**config.mk**
```make
export PLATFORM = sky130hd
export DESIGN_NAME = pin_service_core
export DESIGN_NICKNAME = d
export VERILOG_FILES = /design/src/rtl/pin_service_pkg.sv /design/src/rtl/svc_line_track.sv /design/src/rtl/svc_pick.sv /design/src/rtl/svc_eoi_storm.sv /design/src/rtl/pin_service_core.sv
export SDC_FILE = /design/constraint.sdc
export NUM_CORES = 1
export LEC_CHECK = 0
export BUFFER_PORTS_ARGS = -buffer_cell sky130_fd_sc_hd__buf_2
export CORE_MARGIN = 2
export CORE_UTILIZATION = 30
export CTS_BUF_LIST = sky130_fd_sc_hd__clkbuf_4
export DETAILED_ROUTE_END_ITERATION = 6
export PLACE_DENSITY = 0.48
export SLEW_MARGIN = 20
export SYNTH_ARGS = -nofsm -noshare
export SYNTH_HDL_FRONTEND = slang
export SYNTH_SLANG_ARGS = --single-unit
```
**constraint.sdc**
```tcl
create_clock -name clk -period 3.1 [get_ports clk]
set_clock_uncertainty 0.2 [all_clocks]
set_input_delay 0 -clock clk [delete_from_list [all_inputs] [get_ports clk]]
set_output_delay 0 -clock clk [all_outputs]
set_load 0.03 [all_outputs]
```
**src/rtl/pin_service_pkg.sv**
```systemverilog
package pin_service_pkg;
  // Successive-EOI count state returned by the storm logic.
  typedef enum logic [1:0] {
    EOI_NONE  = 2'd0,
    EOI_REDO  = 2'd1,
    EOI_TRIP  = 2'd2,
    EOI_CLEAR = 2'd3
  } eoi_act_t;
endpackage

```
**src/rtl/svc_line_track.sv**
```systemverilog
module svc_line_track #(
  parameter int NSRC = 2
) (
  input  logic            clk,
  input  logic            rst_n,
  input  logic [NSRC-1:0] src,
  input  logic            trig_level,
  input  logic            dlv_hit,
  output logic            line_q,
  output logic            pend,
  output logic            coal
);
  logic [NSRC-1:0] src_q;
  logic            line_d, rise, any_src_rise;
  logic            pend_nx, coal_nx;

  always_comb begin
    line_d       = |src;
    rise         = line_d & ~line_q;
    any_src_rise = |(src & ~src_q);
    pend_nx      = pend;
    if (dlv_hit) pend_nx = 1'b0;
    if (rise)    pend_nx = 1'b1;
    if (trig_level) pend_nx = 1'b0;
    coal_nx      = ~trig_level & line_q & any_src_rise;
  end

  always_ff @(posedge clk or negedge rst_n) begin
    if (!rst_n) begin
      src_q  <= '0;
      line_q <= 1'b0;
      pend   <= 1'b0;
      coal   <= 1'b0;
    end else begin
      src_q  <= src;
      line_q <= line_d;
      pend   <= pend_nx;
      coal   <= coal_nx;
    end
  end
endmodule

```
**src/rtl/svc_pick.sv**
```systemverilog
module svc_pick #(
  parameter int NPIN = 4,
  localparam int PIN_W = $clog2(NPIN)
) (
  input  logic [NPIN-1:0]  ready,
  output logic             found,
  output logic [PIN_W-1:0] idx
);
  always_comb begin
    found = 1'b0;
    idx   = '0;
    for (int i = NPIN - 1; i >= 0; i--) begin
      if (ready[i]) begin
        found = 1'b1;
        idx   = PIN_W'(i);
      end
    end
  end
endmodule

```
**src/rtl/svc_eoi_storm.sv**
```systemverilog
module svc_eoi_storm
  import pin_service_pkg::*;
#(
  parameter int NPIN         = 4,
  parameter int VEC_W        = 8,
  parameter int STORM_LIMIT  = 10000,
  parameter int DEFER_CYCLES = 2000000,
  localparam int CNT_W = $clog2(STORM_LIMIT + 1),
  localparam int TMR_W = $clog2(DEFER_CYCLES + 1)
) (
  input  logic                  clk,
  input  logic                  rst_n,
  input  logic                  eoi_valid,
  input  logic [VEC_W-1:0]      eoi_vector,
  input  logic                  eoi_directed,
  input  logic [NPIN*VEC_W-1:0] cfg_vector,
  input  logic [NPIN-1:0]       cfg_level,
  input  logic [NPIN-1:0]       cfg_mask,
  input  logic [NPIN-1:0]       line_q,
  output logic [NPIN-1:0]       eoi_clr,
  output logic [NPIN-1:0]       hold
);
  logic [NPIN-1:0]  trip;
  logic [TMR_W-1:0] tmr, tmr_nx;
  logic [NPIN-1:0]  hold_nx;

  for (genvar p = 0; p < NPIN; p++) begin : g_pin
    logic [CNT_W-1:0] cnt, cnt_nx;
    eoi_act_t         act;

    always_comb begin
      act = EOI_NONE;
      if (eoi_valid && !eoi_directed && cfg_level[p] &&
          cfg_vector[p*VEC_W +: VEC_W] == eoi_vector) begin
        if (!cfg_mask[p] && line_q[p])
          act = (cnt == CNT_W'(STORM_LIMIT - 1)) ? EOI_TRIP : EOI_REDO;
        else
          act = EOI_CLEAR;
      end
      eoi_clr[p] = (act != EOI_NONE);
      trip[p]    = (act == EOI_TRIP);
      unique case (act)
        EOI_REDO: cnt_nx = cnt + 1'b1;
        EOI_NONE: cnt_nx = cnt;
        default:  cnt_nx = '0;
      endcase
    end

    always_ff @(posedge clk or negedge rst_n) begin
      if (!rst_n) cnt <= '0;
      else if (act != EOI_NONE) cnt <= cnt_nx;
    end
  end

  // One shared deferral timer; a trip while idle or expiring restarts it.
  always_comb begin
    hold_nx = hold;
    tmr_nx  = tmr;
    if (tmr == TMR_W'(1)) begin
      hold_nx = '0;
      tmr_nx  = '0;
    end else if (tmr != '0) begin
      tmr_nx = tmr - 1'b1;
    end
    hold_nx = hold_nx | trip;
    if (|trip && tmr_nx == '0) tmr_nx = TMR_W'(DEFER_CYCLES);
  end

  always_ff @(posedge clk or negedge rst_n) begin
    if (!rst_n) begin
      hold <= '0;
      tmr  <= '0;
    end else begin
      hold <= hold_nx;
      tmr  <= tmr_nx;
    end
  end
endmodule

```
**src/rtl/pin_service_core.sv**
```systemverilog
module pin_service_core #(
  parameter int NPIN         = 4,
  parameter int NSRC         = 2,
  parameter int VEC_W        = 8,
  parameter int ACC_W        = 4,
  parameter int STORM_LIMIT  = 10000,
  parameter int DEFER_CYCLES = 2000000
) (
  input  logic                       clk,
  input  logic                       rst_n,
  input  logic [NPIN*NSRC-1:0]       src_level,
  input  logic [NPIN-1:0]            cfg_mask,
  input  logic [NPIN-1:0]            cfg_level,
  input  logic [NPIN*VEC_W-1:0]      cfg_vector,
  input  logic                       eoi_valid,
  input  logic [VEC_W-1:0]           eoi_vector,
  input  logic                       eoi_directed,
  input  logic [ACC_W-1:0]           dlv_accept,
  output logic                       dlv_valid,
  output logic [$clog2(NPIN)-1:0]    dlv_pin,
  output logic [VEC_W-1:0]           dlv_vector,
  output logic                       dlv_level,
  output logic [NPIN-1:0]            rirr,
  output logic [NPIN-1:0]            coalesced
);
  logic [NPIN-1:0] line_q, pend, hold, eoi_clr, ready, grant, rirr_nx;

  assign grant = dlv_valid ? (NPIN'(1) << dlv_pin) : '0;

  for (genvar p = 0; p < NPIN; p++) begin : g_line
    svc_line_track #(.NSRC(NSRC)) u_track (
      .clk        (clk),
      .rst_n      (rst_n),
      .src        (src_level[p*NSRC +: NSRC]),
      .trig_level (cfg_level[p]),
      .dlv_hit    (grant[p]),
      .line_q     (line_q[p]),
      .pend       (pend[p]),
      .coal       (coalesced[p])
    );
  end

  svc_eoi_storm #(
    .NPIN(NPIN), .VEC_W(VEC_W),
    .STORM_LIMIT(STORM_LIMIT), .DEFER_CYCLES(DEFER_CYCLES)
  ) u_storm (
    .clk          (clk),
    .rst_n        (rst_n),
    .eoi_valid    (eoi_valid),
    .eoi_vector   (eoi_vector),
    .eoi_directed (eoi_directed),
    .cfg_vector   (cfg_vector),
    .cfg_level    (cfg_level),
    .cfg_mask     (cfg_mask),
    .line_q       (line_q),
    .eoi_clr      (eoi_clr),
    .hold         (hold)
  );

  always_comb begin
    ready = ~cfg_mask & ((cfg_level & line_q & ~rirr & ~hold) |
                         (~cfg_level & pend));
  end

  svc_pick #(.NPIN(NPIN)) u_pick (
    .ready (ready),
    .found (dlv_valid),
    .idx   (dlv_pin)
  );

  always_comb begin
    dlv_vector = cfg_vector[dlv_pin*VEC_W +: VEC_W];
    dlv_level  = cfg_level[dlv_pin];
    rirr_nx    = (rirr & ~eoi_clr & cfg_level) |
                 (grant & cfg_level & {NPIN{dlv_accept != '0}});
  end

  always_ff @(posedge clk or negedge rst_n) begin
    if (!rst_n) rirr <= '0;
    else        rirr <= rirr_nx;
  end
endmodule

```
Word level (Yosys, flattened, before mapping)
Cells that the tools add are included.
{"block": "op_classes", "n_shift": 2, "n_addsub": 5, "order_cmp": 1, "muxes": 43, "n_reduce_logical": 47, "bitwise": 49, "eq_ne": 17}
{"cell": "14-bit one-hot mux with 2 select lines", "count": 4}
{"cell": "21-bit 2-to-1 mux", "count": 3}
{"cell": "14-bit by 1-bit adder with 14-bit output (second input constant)", "count": 4}
{"cell": "14-bit equality test (second input constant)", "count": 4}
{"cell": "4-bit AND", "count": 9}
{"cell": "8-bit equality test", "count": 4}
{"cell": "2-bit 2-to-1 mux", "count": 16}
{"cell": "32-bit by 6-bit indexed part select with 8-bit output", "count": 1}
{"cell": "21-bit by 1-bit equality test with 1-bit output (second input constant)", "count": 1}
{"cell": "21-bit zero test", "count": 1}
{"cell": "21-bit nonzero test", "count": 1}
{"cell": "21-bit by 1-bit subtractor with 21-bit output (second input constant)", "count": 1}
{"cell": "4-bit inverter", "count": 5}
{"cell": "1-bit 2-to-1 mux", "count": 17}
{"cell": "2-bit OR reduction", "count": 8}
{"cell": "1-bit logical AND", "count": 14}
{"cell": "1-bit AND", "count": 12}
{"cell": "1-bit inverter", "count": 12}
{"cell": "4-bit OR", "count": 3}
{"cell": "3-bit nonzero test", "count": 4}
{"cell": "2-bit AND", "count": 4}
{"cell": "2-bit by 1-bit equality test with 1-bit output (second input constant)", "count": 4}
{"cell": "2-bit equality test (second input constant)", "count": 4}
{"cell": "2-bit zero test", "count": 4}
{"cell": "10 further kinds", "count": 24}
{"block": "word_totals", "elab_cells": 187, "reg_bits": 105, "input_bits": 64}

Longest topological paths before layout
Gate-level depths: netlist of run 1.
{"block": "logic_depth", "ltp_word": 14, "depth_mapped": 11}

By module
A second synthesis of run 1 with hierarchy kept.
{"block": "unflattened", "hier_cells": 664, "hier_area_um2": 6188.4}
{"module": "svc_eoi_storm", "cells_per_inst": 559, "seq_area_each_um2": 2026.9, "area_each_um2": 4893.4, "instances": 1}
{"module": "svc_line_track", "cells_per_inst": 13, "seq_area_each_um2": 125.1, "area_each_um2": 173.9, "instances": 4}
{"module": "pin_service_core", "cells_per_inst": 46, "seq_area_each_um2": 100.1, "area_each_um2": 564.3, "instances": 1}
{"module": "svc_pick", "cells_per_inst": 7, "seq_area_each_um2": 0.0, "area_each_um2": 35.0, "instances": 1}

Worst setup path after synthesis of run 1
No wires, ideal clock.
{"block": "synth_timing", "path_type": "reg2reg", "from": "register u_storm.tmr[2]", "to": "register u_storm.tmr[19]", "slack_ns": -0.235, "path_stages_with_launch": 10, "t_arrival_ns": 3.031, "path_buffers": 1, "path_cell_list": "dfrtp_1 or3_4 or4_4 or2_0 or4_1 o21ai_2 o2111ai_1 or4b_1 buf_2 o311ai_1"}
{"block": "synth_via", "elab_chain_cells": 6}
{"element": "start, declared", "line": "svc_eoi_storm.sv:24", "rtl": "logic [TMR_W-1:0] tmr, tmr_nx;"}
{"element": "start signal, assigned", "line": "svc_eoi_storm.sv:75", "rtl": "tmr <= tmr_nx;"}
{"element": "21-bit by 1-bit subtractor with 21-bit output / 21-bit nonzero test (equally long branches)", "line": "svc_eoi_storm.sv:63, svc_eoi_storm.sv:62"}
{"element": "21-bit 2-to-1 mux", "line": "svc_eoi_storm.sv:62", "rtl": "end else if (tmr != '0) begin"}
{"element": "21-bit 2-to-1 mux (*)", "line": "svc_eoi_storm.sv:59", "rtl": "if (tmr == TMR_W'(1)) begin"}
{"element": "21-bit zero test", "line": "svc_eoi_storm.sv:66", "rtl": "if (|trip && tmr_nx == '0) tmr_nx = TMR_W'(DEFER_CYCLES);"}
{"element": "1-bit logical AND", "line": "svc_eoi_storm.sv:66"}
{"element": "21-bit 2-to-1 mux (*)", "line": "svc_eoi_storm.sv:66"}
{"element": "via u_storm.tmr_nx[19]", "line": "svc_eoi_storm.sv:24"}
The timed path passes the listed nets; every way through them passes the cells marked *.
A chain may end at the register's enable or synchronous reset.

Final worst setup path of run 1
{"block": "layout_timing", "from": "register u_storm.tmr[11]", "to": "register u_storm.tmr[17]"}
The elaborated chain is that of the path after synthesis.

==> impl_metrics.yaml, run 1 <==
yosys:
  synth_nets: 732
  synthFlopType: "dfrtp_1"
  synth_area_leaders: "dfrtp_1, xnor2_1, o21ai_0, nand2_1, nor2_1"
  synth_cells: 662
  ys_seq_area_share_pct: 44.2
  avgSynthCellArea_um2: 8.97
  synth_common_cells: "dfrtp_1, nand2_1, nor2_1"
  yosys.area.top_type: "dfrtp_1"
  synth_cell_types: 57
  ys_ff_latch: 105
  synthArstFlopShare_pct: 100
  synth_top_area_share_pct: 44.2
  synth-edff-count: 0
  ys_warn_count: 0
  syn_area_um2: 5940
  yosysMostFrequentCell: "dfrtp_1"
finish:
  final_util_pct: 40.1
  layout-drive-gt1-share_pct: 21.6
  layout.nets: 918
  nFillCells: 1981
  syn2layout_area_growth_pct: 31.2
floorplanning:
  dieHeight_um: 145
  core_area_um2: 19500
  die-area_um2: 20900
  rows: 51
  start_util_pct: 30.5
  fp.dieW_um: 145
  io_pins: 84
setup_path:
  crit_chain: "or4_4 > or4_4 > or2_1 > or4_4 > o21ai_4 > o2111ai_2 > or4b_4 > buf_4 > o211ai_2"
  cp.arrival_ns: 3.61
  r2r_cells: 9
  cp_slowest_stage_delay_ns: 0.55
  cp-start-kind: "register"
  r2r-end: "u_storm.tmr[17]$_DFF_PN0_"
  r2r-start: "u_storm.tmr[11]$_DFF_PN0_"
  slowest_stage: "or4_4"
  crit_type: "register to register"
  cp_common_cell: "or4_4"
  end_kind: "register"
  cp.required_ns: 3.31
  cp_max_fo: 3
  crit_family: "simple AND/OR/NAND/NOR gates"
  r2r_slack_ns: -0.30
  cp.buffers_inverters: 1
clock_tree:
  cts_max_level: 3
  cts_tree: "done"
  numCtsBuffers: 9
  clk_latency_ns: 0.49
  clk_pin_slew_ns: 0.16
  clk_path_buf_depth: 2
  clkSinkCount: 105
  cts-root-buf: "clkbuf_4"
timing:
  slew_headroom_pct: 55.4
  period_share_pct: 110
  period_minus_slack_ns: 3.40
  grt_setup_unrepaired: "yes"
  final-hold-violation-count: 0
  final.setup.worst_slack_ns: -0.302
  max_freq_mhz: 294
  fin_hold_ws_ns: 0.0329
  worst_pin_slew_ns: 0.666
  setup_viol: 7
  slew_violations: 0
detailed_routing:
  vias: 5553
  wl_met3_um: 581
  viasPerCell: 4.96
  met2WireLength_mm: 8.15
  wl_mm: 17.1
  drt-pass1-iter-count: 5
  wire_per_inst_um: 15.2
  ant_nets: 0
  wirelength_met1_mm: 8.14
  drt-initial-drc-count: 300
  drc_errors: 0
  top_layer: "met4"
pwr:
  power.total_w: 0.00250
  p_leak_nw: 3.36
  powerDensity_nw_per_um2: 320
  ir_drop_mv: 0.220
placed_design:
  place.port_buffers: 83
  place_hpwl_mm: 12.6
  gp_congestion: 0.864
min_path:
  holdCritPathClass: "input port to register"
  whs_endpoint: "u_storm.hold[3]$_DFF_PN0_"
  hold_depth: 6
  min_from: "cfg_vector[30]"
grt:
  antenna_found_initial: 1
  grt_max_degree: 56
  grt_pass1_vias: 5693
  grt_pass1_wl_mm: 28.5
  grt-ovfl-total: 0
  grt.total_usage_pct: 17.2
outcome:
  status: "finished, violations left"
  violations: "negative setup slack"
flow_run:
  drv_cap: 0
[per-stage QoR]
step | area [um2] | TNS [ns] | std cells | worst slack (ns)
2_1_floorplan | 5950 | -1.30 | 662 | -0.234
3_3_place_gp | 7020 | -1.85 | 1045 | -0.284
3_5_place_dp | 7020 | -2.49 | 1045 | -0.379
4_1_cts | 7740 | -2.00 | 1116 | -0.310
5_1_grt | 7790 | -2.65 | 1119 | -0.401
6_report | 7790 | -1.95 | 1119 | -0.302
[worst reg2reg max path, cell delays in order (launching register included)]
cell	delay, ns
dfrtp_1	0.41
or4_4	0.56
or4_4	0.44
or2_1	0.25
or4_4	0.50
o21ai_4	0.16
o2111ai_2	0.11
or4b_4	0.51
buf_4	0.16
o211ai_2	0.06
[state kept, by name, summed over array words and instances (netlist names)]
signal,flops
u_storm.g_pin.cnt,56
u_storm.tmr,21
g_line.u_track.src_q,8
g_line.u_track.coal,4
g_line.u_track.line_q,4
g_line.u_track.pend,4
rirr,4
u_storm.hold,4
[worst max path at each step]
| stage | from | end | slack [ns] | cells past startpoint |
|---|---|---|---|---|
| final | u_storm.tmr[11]$_DFF_PN0_ | u_storm.tmr[17]$_DFF_PN0_ | -0.30 | 9 |
| after floorplan | u_storm.tmr[10]$_DFF_PN0_ | u_storm.tmr[19]$_DFF_PN0_ | -0.23 | 9 |
| after global routing | u_storm.tmr[19]$_DFF_PN0_ | u_storm.tmr[10]$_DFF_PN0_ | -0.40 | 9 |
| after CTS | u_storm.tmr[11]$_DFF_PN0_ | u_storm.tmr[10]$_DFF_PN0_ | -0.31 | 9 |
| after detailed placement | u_storm.tmr[11]$_DFF_PN0_ | u_storm.tmr[10]$_DFF_PN0_ | -0.38 | 9 |
| after global placement | u_storm.tmr[11]$_DFF_PN0_ | u_storm.tmr[15]$_DFF_PN0_ | -0.28 | 9 |
[cells by family (layout without fill, tap and decap cells)]
family	Yosys count	in the layout	share of synthesized area [%]
flip-flops	105	105	44.2
multiplexers	5	5	0.842
buffers and inverters	43	234	2.99
XOR/XNOR	61	61	8.99
AND/OR/NAND/NOR	315	315	28.1
adder cells (fa/ha/maj)	6	6	1.26
other	0	1	0
AO/OA/AOI/OAI	127	127	13.6
[placed cells by master, fill, tap and decap left out, drive strengths merged, types with 5 or more instances in the layout]
master       synthesis  layout
xnor2               35      35
xor2                26      26
or2                  9       9
nand2               67      67
o21ai               55      55
nor2                65      65
a22oi               12      12
or3                 21      21
nor4b                6       6
dlygate4sd3          0      51
a222oi               6       6
a21oi               23      23
nor4                 8       8
or4                 11      11
ha                   6       6
o31ai               11      11
nand3               30      30
dfrtp              105     105
buf                  5     142
and3                11      11
mux2i                5       5
clkbuf              13       9
nand4               11      11
nor2b               14      14
nor3                23      23
nand2b              16      16
inv                 25      28
[report_power, final]
part	internal, W	switching, W	leakage [nW]
Sequential	0.00139	0.00000950	1.34
Combinational	0.000150	0.000194	1.94
Clock	0.000256	0.000501	0.0789
[repair_timing]
| item | 4_1_cts | 5_1_grt |
|---|---|---|
| pin swaps | 4 | 3 |
| hold endpoints to repair | 161 | 2 |
| gates resized for setup | 5 | 8 |
| hold buffers | 52 | 1 |
| setup buffers | 3 | 2 |
| endpoints found under the setup margin | 7 | 19 |
[layout make-up]
class | count | area, um2 | share of cell area (%)
Inverter | 25 | 93.8 | 1.20
Tap cell | 265 | 332 | 4.25
Sequential cell | 105 | 2630 | 33.7
Multi-Input combinational cell | 514 | 3190 | 40.9
Timing Repair Buffer | 193 | 1410 | 18.1
Clock inverter | 7 | 77.6 | 0.995
Antenna cell | 1 | 2.50 | 0.0321
Clock buffer | 9 | 67.6 | 0.867
[routing by layer]
metal | GRT usage (%) | up-vias
li1 | - | 2739
met1 | 23.3 | 2696
met5 | 0 | -
met2 | 28.8 | 104
met4 | 4.19 | 0
met3 | 2.70 | 14
Note: power is estimated with default switching activity, not from simulation.
==> inputs of run 2 (changes only) <==
--- a/config.mk
+++ b/config.mk
@@ -6,11 +6,13 @@
 export NUM_CORES = 1
 export LEC_CHECK = 0
 export BUFFER_PORTS_ARGS = -buffer_cell sky130_fd_sc_hd__buf_2
+export CELL_PAD_IN_SITES_DETAIL_PLACEMENT = 1
+export CELL_PAD_IN_SITES_GLOBAL_PLACEMENT = 1
 export CORE_MARGIN = 2
 export CORE_UTILIZATION = 30
 export CTS_BUF_LIST = sky130_fd_sc_hd__clkbuf_4
 export DETAILED_ROUTE_END_ITERATION = 6
-export PLACE_DENSITY = 0.48
+export PLACE_DENSITY = 0.6
 export SLEW_MARGIN = 20
 export SYNTH_ARGS = -nofsm -noshare
 export SYNTH_HDL_FRONTEND = slang
==> run 2 against run 1 <==
  * The run still ends with negative setup slack left
  * Global-route usage increased by 2.3 points
  * Setup slack improved by 0.037 ns
  * Hold slack worse by 0.0020 ns
  * Die area unchanged
  * Cell area increased by 1.4%
  * Routed wire length grew 13%
  * Clock-buffer cell count is 1 higher
  * First-iteration DRC count decreased by 35%
  * Critical path type unchanged
  * Largest power group unchanged
==> impl_metrics.yaml, run 2 (synthesis results as in run 1) <==
clock_tree:
  clk_path_buf_depth: 2
  clk_latency_ns: 0.49
  cts_tree: "done"
  cts_max_level: 3
  clkSinkCount: 105
  cts-root-buf: "clkbuf_4"
  clk_pin_slew_ns: 0.16
  numCtsBuffers: 9
timing:
  final-hold-violation-count: 0
  setup_viol: 7
  worst_pin_slew_ns: 0.673
  max_freq_mhz: 297
  slew_violations: 0
  final.setup.worst_slack_ns: -0.265
  grt_setup_unrepaired: "yes"
  slew_headroom_pct: 55.0
  period_share_pct: 109
  period_minus_slack_ns: 3.36
pwr:
  powerDensity_nw_per_um2: 327
  ir_drop_mv: 0.176
  p_leak_nw: 3.44
  switchingPower_w: 0.000704
  p_int_w: 0.00188
  p_comb_share_pct: 13.7
  p_clk_share_pct: 32.2
  switching_share_pct: 27.2
  pwr-share-seq_pct: 54.1
setup_path:
  r2r-end: "u_storm.tmr[17]$_DFF_PN0_"
  cp_max_fo: 4
  end_kind: "register"
  r2r-start: "u_storm.tmr[11]$_DFF_PN0_"
  cp.arrival_ns: 3.59
  crit_type: "register to register"
  cp-start-kind: "register"
  r2r_cells: 9
  r2r_slack_ns: -0.26
  cp.required_ns: 3.32
detailed_routing:
  drc_errors: 0
  met2WireLength_mm: 9.51
  drt-initial-drc-count: 196
  viasPerCell: 5.06
  ant_nets: 0
  top_layer: "met4"
  drt-pass1-iter-count: 4
  vias: 5748
  wire_per_inst_um: 16.9
  wl_mm: 19.2
  wl_met3_um: 771
  wirelength_met1_mm: 8.58
outcome:
  violations: "negative setup slack"
  status: "finished, violations left"
finish:
  final_cell_mix: "dfrtp_1, buf_2, buf_4, nand2_1, nor2_1"
  reg_top3: "u_storm.g_pin.cnt (56), u_storm.tmr (21), g_line.u_track.src_q (8)"
  nFillCells: 2302
  layout.nets: 934
  layout.cells.non_filler: 1135
  largest_reg_flops: 56
  layout_commonest_cell: "dfrtp_1"
  layout-drive-gt1-share_pct: 22.8
  regMostFlops: "u_storm.g_pin.cnt"
  syn2layout_area_growth_pct: 33.0
  final_util_pct: 40.6
min_path:
  holdCritPathClass: "input port to register"
  hold_depth: 7
  min_from: "cfg_vector[13]"
  whs_endpoint: "u_storm.g_pin[1].cnt[4]$_DFFE_PN0P_"
floorplanning:
  start_util_pct: 30.5
  die-area_um2: 20900
  core_area_um2: 19500
  fp.dieW_um: 145
  io_pins: 84
  rows: 51
  dieHeight_um: 145
grt:
  grt_pass1_vias: 6225
  grt_max_degree: 55
  grt.total_usage_pct: 19.4
  antenna_found_initial: 1
  grt-ovfl-total: 0
  grt_pass1_wl_mm: 31.8
placed_design:
  preCtsSetupSlack_ns: -0.363
  gp_congestion: 0.857
  place.port_buffers: 83
  place_inst: 1057
  place_hpwl_mm: 14.4
flow_run:
  drv_cap: 0
[run 2: cell count changes in the layout (fill, tap and decap cells not counted), sizes merged]
cell / previous run / this run
buf: 142 / 159
bufinv: 1 / 2
clkbuf: 9 / 10
dlygate4sd3: 51 / 50
inv: 28 / 26
[run 2: power groups by stage]
stage,combinational (W),sequential (W),clock (W)
6_report,0.000354,0.00140,0.000832
5_1_grt,0.000388,0.00140,0.000923
4_1_cts,0.000355,0.00140,0.000866
3_5_place_dp,0.000305,0.00142,0
3_3_place_gp,0.000300,0.00142,0
2_1_floorplan,0.000150,0.00142,0
[run 2: area by class of cell]
class / instances / area (um2) / area share (%)
multi-input combinational: 514 / 3170 / 40.1
sequential: 105 / 2630 / 33.2
timing repair buffer: 209 / 1520 / 19.2
tap: 265 / 332 / 4.20
inverter: 25 / 93.8 / 1.19
clock inverter: 6 / 90.1 / 1.14
clock buffer: 10 / 75.1 / 0.950
antenna: 1 / 2.50 / 0.0317
[run 2: timing repair]
action	CTS	global route
buffers inserted	10	0
hold buffers	51	0
setup endpoints to repair	7	16
resized for setup	5	6
endpoints found under the hold margin	144	0
pin swaps	8	4
[run 2: per-stage QoR]
| step | setup TNS, ns | power (W) | cell area (um2) | hold slack (ns) |
|---|---|---|---|---|
| 2_1_floorplan | -1.30 | 0.00157 | 5950 | -0.496 |
| 3_3_place_gp | -1.83 | 0.00172 | 7090 | -0.0667 |
| 3_5_place_dp | -2.26 | 0.00173 | 7090 | -0.0674 |
| 4_1_cts | -1.79 | 0.00262 | 7880 | 0.0000804 |
| 5_1_grt | -2.46 | 0.00271 | 7900 | 0.0594 |
| 6_report | -1.71 | 0.00258 | 7900 | 0.0310 |
[run 2: worst max path at each step]
stage	startpoint	end	depth (start not counted)
2_1_floorplan	u_storm.tmr[10]$_DFF_PN0_	u_storm.tmr[19]$_DFF_PN0_	9
3_3_place_gp	u_storm.tmr[11]$_DFF_PN0_	u_storm.tmr[17]$_DFF_PN0_	9
3_5_place_dp	u_storm.tmr[11]$_DFF_PN0_	u_storm.tmr[17]$_DFF_PN0_	9
4_1_cts	u_storm.tmr[11]$_DFF_PN0_	u_storm.tmr[17]$_DFF_PN0_	11
5_1_grt	u_storm.tmr[11]$_DFF_PN0_	u_storm.tmr[17]$_DFF_PN0_	9
6_report	u_storm.tmr[11]$_DFF_PN0_	u_storm.tmr[17]$_DFF_PN0_	9
[run 2: metal layers]
layer / up-vias / track usage [%]
met3: 25 / 4.05
met4: 0 / 5.52
li1: 2763 / -
met1: 2847 / 24.7
met5: - / 0
met2: 113 / 33.4
[run 2: critical path, stage by stage (launching register included)]
cell and delay [ns]:
dfrtp_1 0.41, or4_4 0.54, or4_4 0.43, or2_1 0.24, or4_4 0.44, o21ai_4 0.17, o2111ai_1 0.12, or4b_4 0.53
buf_6 0.15, o211ai_2 0.06
==> inputs of run 3 (changes only) <==
--- a/config.mk
+++ b/config.mk
@@ -8,11 +8,12 @@
 export BUFFER_PORTS_ARGS = -buffer_cell sky130_fd_sc_hd__buf_2
 export CELL_PAD_IN_SITES_DETAIL_PLACEMENT = 1
 export CELL_PAD_IN_SITES_GLOBAL_PLACEMENT = 1
+export CORE_ASPECT_RATIO = 0.7
 export CORE_MARGIN = 2
 export CORE_UTILIZATION = 30
 export CTS_BUF_LIST = sky130_fd_sc_hd__clkbuf_4
 export DETAILED_ROUTE_END_ITERATION = 6
-export PLACE_DENSITY = 0.6
+export PLACE_DENSITY = 0.67
 export SLEW_MARGIN = 20
 export SYNTH_ARGS = -nofsm -noshare
 export SYNTH_HDL_FRONTEND = slang
==> constraint.sdc (replaced) <==
create_clock -name clk -period 3.1 [get_ports clk]
set_clock_uncertainty 0.2 [all_clocks]
set_input_delay 0.465 -clock clk [delete_from_list [all_inputs] [get_ports clk]]
set_output_delay 0.465 -clock clk [all_outputs]
set_load 0.03 [all_outputs]
==> run 3 against run 2 <==
  * Largest cell class unchanged
  * Final cell count fell by 1.1%
  * Die area barely moved
  * Largest power group unchanged
  * The flow still finishes with violations (negative setup slack)
  * Combinational power fell by 1%
  * Highest routed layer unchanged
==> impl_metrics.yaml, run 3 (synthesis results as in run 1) <==
outcome:
  status: "finished, violations left"
  violations: "negative setup slack"
grt:
  antenna_found_initial: 1
  met1_usage_pct: 25.5
  top_usage_layer: "met2"
  grt_pass1_vias: 5703
  grt-ovfl-total: 0
  grt_max_degree: 46
  grt.total_usage_pct: 17.9
  grt_pass1_wl_mm: 29.6
  gr-usage-met2_pct: 28.2
  grtUsageMet3_pct: 4.29
min_path:
  min_from: "cfg_level[2]"
  holdCritPathClass: "input port to register"
detailed_routing:
  drt-pass1-iter-count: 4
  wl_mm: 18.3
  wire_per_inst_um: 16.3
  drc_errors: 0
  ant_nets: 0
  vias: 5548
  drt-initial-drc-count: 235
  viasPerCell: 4.94
clock_tree:
  clk_pin_slew_ns: 0.15
  clk_path_buf_depth: 2
  cts_tree: "done"
  clkSinkCount: 105
  numCtsBuffers: 9
  clk_latency_ns: 0.48
  cts-root-buf: "clkbuf_4"
  cts_max_level: 3
pwr:
  powerDensity_nw_per_um2: 308
  p_leak_nw: 3.40
  power.total_w: 0.00240
  ir_drop_mv: 0.150
setup_path:
  r2r-start: "u_storm.tmr[9]$_DFF_PN0_"
  cp.required_ns: 3.29
  end_kind: "register"
  worstSetupStartpoint: "u_storm.tmr[9]$_DFF_PN0_"
  cp.arrival_ns: 3.56
  cp-start-kind: "register"
  cp_max_fo: 7
  crit_type: "register to register"
finish:
  regMostFlops: "u_storm.g_pin.cnt"
  nFillCells: 2344
  largest_reg_flops: 56
  layout-drive-gt1-share_pct: 27.8
  final_cell_mix: "dfrtp_1, buf_4, buf_2, nand2_1, nor2_1"
  layout.cells.non_filler: 1122
  layout.nets: 917
  layout_commonest_cell: "dfrtp_1"
  syn2layout_area_growth_pct: 31.2
  reg_top3: "u_storm.g_pin.cnt (56), u_storm.tmr (21), g_line.u_track.src_q (8)"
floorplanning:
  io_pins: 84
  fp.dieW_um: 172
  die-area_um2: 21000
  core_area_um2: 19600
  rows: 43
  dieHeight_um: 122
  start_util_pct: 30.3
timing:
  fin_hold_ws_ns: 0.0477
  slew_violations: 0
  final.setup.worst_slack_ns: -0.266
  grt_setup_unrepaired: "yes"
  worst_pin_slew_ns: 0.613
  period_minus_slack_ns: 3.37
  slew_headroom_pct: 59.0
  max_freq_mhz: 297
  setup_viol: 7
  final-hold-violation-count: 0
  period_share_pct: 109
placed_design:
  place_hpwl_mm: 14.2
  place_inst: 1085
  gp_congestion: 0.821
  place.port_buffers: 83
flow_run:
  drv_cap: 0
-- run 3: cell count changes in the layout (fill, tap and decap cells not counted), sizes merged --
cell         previous run  this run
clkinv                  3         1
clkbuf                 10        13
buf                   159       182
bufinv                  2         0
dlygate4sd3            50        10
-- run 3: layout make-up --
class	instances	area (um2)	share of cell area, %
Inverter	25	93.8	1.20
Tap cell	270	338	4.33
Timing Repair Buffer	192	1300	16.7
Antenna cell	1	2.50	0.0321
Sequential cell	105	2630	33.7
Clock buffer	13	97.6	1.25
Multi-Input combinational cell	514	3320	42.6
Clock inverter	2	13.8	0.177
-- run 3: worst paths after layout --
kind	cells past startpoint	to	slack, ns
worst min register to register	1	u_storm.g_pin[1].cnt[12]$_DFFE_PN0P_	0.33
min in group asynchronous	2	u_storm.g_pin[3].cnt[10]$_DFFE_PN0P_	0.31
worst min-delay path	2	g_line[2].u_track.coal$_DFF_PN0_	0.05
worst max-delay path	9	u_storm.tmr[19]$_DFF_PN0_	-0.27
max in group asynchronous	3	g_line[0].u_track.coal$_DFF_PN0_	1.65
worst max register to register	9	u_storm.tmr[19]$_DFF_PN0_	-0.27
-- run 3: repair_timing --
action	4_1_cts	5_1_grt
gates resized for setup	11	38
hold buffers	10	0
hold endpoints to repair	55	0
pin swaps	14	21
setup buffers	3	9
endpoints found under the setup margin	16	17
-- run 3: per-layer routing --
metal / part of all wire [%] / wire, um
met1: 50 / 9130
met2: 45 / 8330
met3: 3.9 / 723
met4: 0.73 / 134
met5: 0 / 0
-- run 3: through the flow --
step	setup TNS (ns)	cell area, um2	setup slack, ns	util (%)
3_3_place_gp	-2.82	7290	-0.410	37.2
6_report	-1.67	7790	-0.266	39.8
4_1_cts	-1.77	7570	-0.293	38.7
3_5_place_dp	-2.77	7290	-0.451	37.2
5_1_grt	-2.53	7790	-0.329	39.8
2_1_floorplan	-1.30	5950	-0.234	-
-- run 3: power by group --
group	switching [W]	total, W	internal (W)	leakage [nW]
logic	0.000199	0.000349	0.000149	1.99
clock network	0.000456	0.000656	0.000200	0.0683
registers	0.0000104	0.00140	0.00139	1.34
-- run 3: worst max-delay path: stages, from the launching register on --
cell and delay, ns:
dfrtp_1 0.40, or4_4 0.56, or4_4 0.53, o31ai_4 0.35, buf_6 0.16, nor4_2 0.04, mux2i_1 0.23, o2111ai_2 0.15
or4b_4 0.58, o311ai_4 0.09
